**src/rtl/dc_fill.sv**
```systemverilog
module dc_fill #(
  parameter int COEF_W  = 16,
  parameter int RES_W   = 16,
  parameter int LOG2_NMAX = 5
) (
  input  logic               clk,
  input  logic               rst_n,
  input  logic               dc_valid,
  output logic               dc_ready,
  input  logic [COEF_W-1:0]  dc_coef,
  input  logic [1:0]         cfg_size,
  input  logic [1:0]         cfg_depth,
  output logic               blk_valid,
  input  logic               blk_ready,
  output logic [RES_W-1:0]   blk_data,
  output logic               blk_last
);
  localparam int ACC_W = COEF_W + 2;
  localparam int CNT_W = 2 * LOG2_NMAX;

  logic                    busy;
  logic [CNT_W-1:0]        idx, idx_end;
  logic [RES_W-1:0]        val_q;
  logic [3:0]              sh;
  logic signed [ACC_W-1:0] coef_ext, rnd, sum, shifted;
  logic [CNT_W-1:0]        end_of_size;

  always_comb begin
    case (cfg_depth)
      2'd0:    sh = 4'd7;
      2'd1:    sh = 4'd5;
      default: sh = 4'd3;
    endcase
  end

  assign coef_ext = {{(ACC_W-COEF_W){dc_coef[COEF_W-1]}}, dc_coef};
  assign rnd      = ACC_W'((1 << (sh - 4'd1)) + 1);
  assign sum      = coef_ext + rnd;
  assign shifted  = sum >>> sh;

  assign end_of_size = CNT_W'((1 << (2 * (int'(cfg_size) + 2))) - 1);

  wire take = dc_valid && !busy;
  wire move = busy && blk_ready;

  always_ff @(posedge clk or negedge rst_n) begin
    if (!rst_n) begin
      busy    <= 1'b0;
      idx     <= '0;
      idx_end <= '0;
      val_q   <= '0;
    end else if (take) begin
      busy    <= 1'b1;
      idx     <= '0;
      idx_end <= end_of_size;
      val_q   <= shifted[RES_W-1:0];
    end else if (move) begin
      if (idx == idx_end) busy <= 1'b0;
      idx <= idx + 1'b1;
    end
  end

  assign dc_ready  = !busy;
  assign blk_valid = busy;
  assign blk_data  = val_q;
  assign blk_last  = busy && (idx == idx_end);
endmodule

```
**config.mk**
```make
export PLATFORM = sky130hd
export DESIGN_NAME = dc_fill
export DESIGN_NICKNAME = d
export VERILOG_FILES = /design/src/rtl/dc_fill.sv
export SDC_FILE = /design/constraint.sdc
export NUM_CORES = 1
export LEC_CHECK = 0
export ABC_AREA = 1
export CAP_MARGIN = 0
export CORE_UTILIZATION = 47
export DETAILED_ROUTE_END_ITERATION = 8
export PLACE_DENSITY = 0.76
export SYNTH_ARGS = -nofsm -noshare
export SYNTH_HDL_FRONTEND = slang
export SYNTH_SLANG_ARGS = --single-unit
```
**constraint.sdc**
```tcl
create_clock -name clk -period 1.35 [get_ports clk]
set_input_delay 0.3375 -clock clk [delete_from_list [all_inputs] [get_ports clk]]
set_output_delay 0.3375 -clock clk [all_outputs]
set_load 0.03 [all_outputs]
```
==> summary.md <==
| Metric | Value |
|---|---|
| CTS Sinks | 34 |
| Worst-path clk slew | 0.08 ns |
| Max Cap Violations | 0 |
| Asr flop ratio synth | 1.00 |
| Max VDD drop | 0.00110 V |
| Placement Setup Slack | -1.00 ns |
| CP Class | reg2out |
| Ant. Diodes | 0 |
| Final slew viol count | 0 |
| GRT overflow | 0 |
| RSZ-0062 raised after global routing | true |
| DRC errors left | 0 |
| # H-tree levels | 2 |
| Starting Density | 0.488 |
| # port buffers | 42 |
| I/O Pins | 43 |
| Layout cells sized above 1 | 0.509 |
| Largest area contributor in the netlist | dfrtp_1 |
| Die width | about 72 um |
| Fin util | 0.875 |
| Worst path required time | 1.01 ns |
| CTS Hold Buffers Added | 0 |
| Crit path launch type | flop |
| Avg Cell Area, Syn | 6.74 um^2 |
| Avg WL per Cell | 19.8 um |
| Main area contributors after synthesis | dfrtp_1 (37%), nand2_1 (17%), nand3_1 (10%) |
| Yosys reg bits | 34 |
| Largest net degree at the start of global routing | 35 |
| Peak fanout along the critical path | 3 |
| Post-synth EDFFs | 0 |
| Worst skew pair latency | 0.30 ns |
| Final period utilization | 1.48 |
| Top-area cell type share of the netlist area | 0.369 |
| Overall Power | 5.32 mW |
| Post-synth top flop | dfrtp_1 |
| DRT Pass-1 Iters | 5 |
| Root Driver | clkbuf_8 |
| Arr. time, crit path | between 1.5 and 2 ns |
| Lkg Pwr | 1.97 nW |
| First-pass GRT wire length | 12,200 um |
| Final Hold Fails | 0 |
| Core area | 4720 um^2 |
| Multi-input gate area | 1910 um^2 |
| Area Growth Syn to Fin | 79.3% |
| Commonest cells in the synthesized netlist | nand2_1 (106), nand3_1 (46), nor2_1 (40), dfrtp_1 (34), inv_1 (33) |
| Vias | ~3,200 |
| Placement row count | 25 |
| ANT nets after route | 0 |
| Crit. End Element | output pin |
| Initial antenna violation count | 0 |
| Sequential Area | 852 um^2 |
| Skew final | 0.00858 ns |
| Hold Crit Class | in2async |
| Cell variety after synth | 30 |
| Nets | roughly 500 |
| Chip Height | 72.0 um |
| Post-Syn Area | 2300 um^2 |
| Vias in the first global route | 2,680 |
| Setup violators final | 25 |
| Gate Count Post-Synth | 342 |
| Max Fclk | 502 MHz |
| Full die area | 5190 um^2 |
| Routed WL | 10,400 um |
| Placer congestion estimate | 0.946 |
| Outcome | finished with violations |
| Initial drt markers | 363 |
| Syn. warnings | 0 |
| Vias per cell | 6.04 |
| Tmin final | 1.99 ns |
| TritonCTS clock tree | built |
| # fillers | 222 |
| Final WS setup | -0.643 ns |
| CTS Buffer Depth | 2 |
| Power Dens Cells | 1290 nW/um^2 |
| Sequential area share after synthesis | 0.369 |
| Top-count cell post-synth | nand2_1 |
| CTS buffer count | 5 |
| HPWL after DPL | 5130 um |
| Failing checks | negative setup slack |
| Overall Global Routing Usage | 0.306 |
==> stage by stage <==
stage                     cells  area (um^2)  TNS (ns)  hold slack (ns)
after detailed placement    505         3320    -19.48            0.470
after CTS                   515         3710     -1.09            0.414
after floorplan             343         2410     -3.09           0.0419
final                       525         4130     -3.93            0.399
after global placement      505         3320    -18.02            0.465
after global routing        525         4130     -5.63            0.418
==> routing by layer <==
metal,track usage,share of wire,up-vias
li1,-,-,1339
met1,0.365,0.36,1463
met2,0.528,0.47,289
met3,0.0722,0.10,79
met4,0.135,0.061,0
met5,0,0,-
==> cells in the final DEF, fill, tap and decap left out, types with 9 or more instances in the layout <==
cell,count
nor2_4,14
buf_4,80
nand2_2,35
nand2_1,63
nor2_1,22
nand3_4,10
a21oi_1,10
nand3_2,16
inv_1,27
dfrtp_1,33
buf_6,9
nand2_4,15
nand3_1,22
==> power breakdown <==
part,total (mW),internal [mW],switching [mW]
registers,1.65,1.37,0.276
clock network,1.19,0.741,0.449
logic,2.49,1.01,1.47
==> final cells by class <==
cell class              instances  area share
flip-flops and latches         34       0.206
clock inverters                 3      0.0167
well taps                      67      0.0203
inverters                      34      0.0351
multi-input cells             266       0.461
clock buffers                   5      0.0167
repair buffers                116       0.244
==> state kept, by name (all words and copies together) (netlist names) <==
register and cells:
blk_data 16, blk_valid 1, idx_end 7, idx 10
==> critical path: stages, from the launching register on <==
cell,delay [ns]
dfrtp_1,0.42
o21ai_2,0.20
o21ai_1,0.13
nor3_2,0.14
nand4_1,0.19
nor2_4,0.14
buf_6,0.14
==> final timing paths <==
check                        startpoint           end  slack [ns]  cells past startpoint
max                              idx[5]      blk_last       -0.64                      6
min                               rst_n    idx_end[5]        0.40                      2
max reg2reg                      idx[0]        idx[8]       -0.29                      9
min reg2reg                 blk_data[1]   blk_data[1]        0.49                      2
max in group asynchronous         rst_n     blk_valid        0.75                      2
min in group clk           cfg_depth[1]  blk_data[13]        0.48                      4
==> cells by family (layout without fill, tap and decap cells) <==
| kind of cell | after synthesis | after routing | share of synthesized area |
|---|---|---|---|
| compound gates | 31 | 31 | 0.0749 |
| other cells | 1 | 2 | 0.00163 |
| fa+ha+maj | 6 | 6 | 0.0326 |
| buf+inv | 43 | 158 | 0.0776 |
| flops | 34 | 34 | 0.369 |
| xor+xnor | 6 | 6 | 0.0228 |
| simple gates | 221 | 221 | 0.421 |
==> what timing repair did <==
item,in CTS,in global routing
gates cloned,0,0
resized for setup,122,81
setup buffers,3,10
pin swaps,51,49
setup endpoints to repair,25,26
No activity file was read; power rests on OpenSTA's default activity.
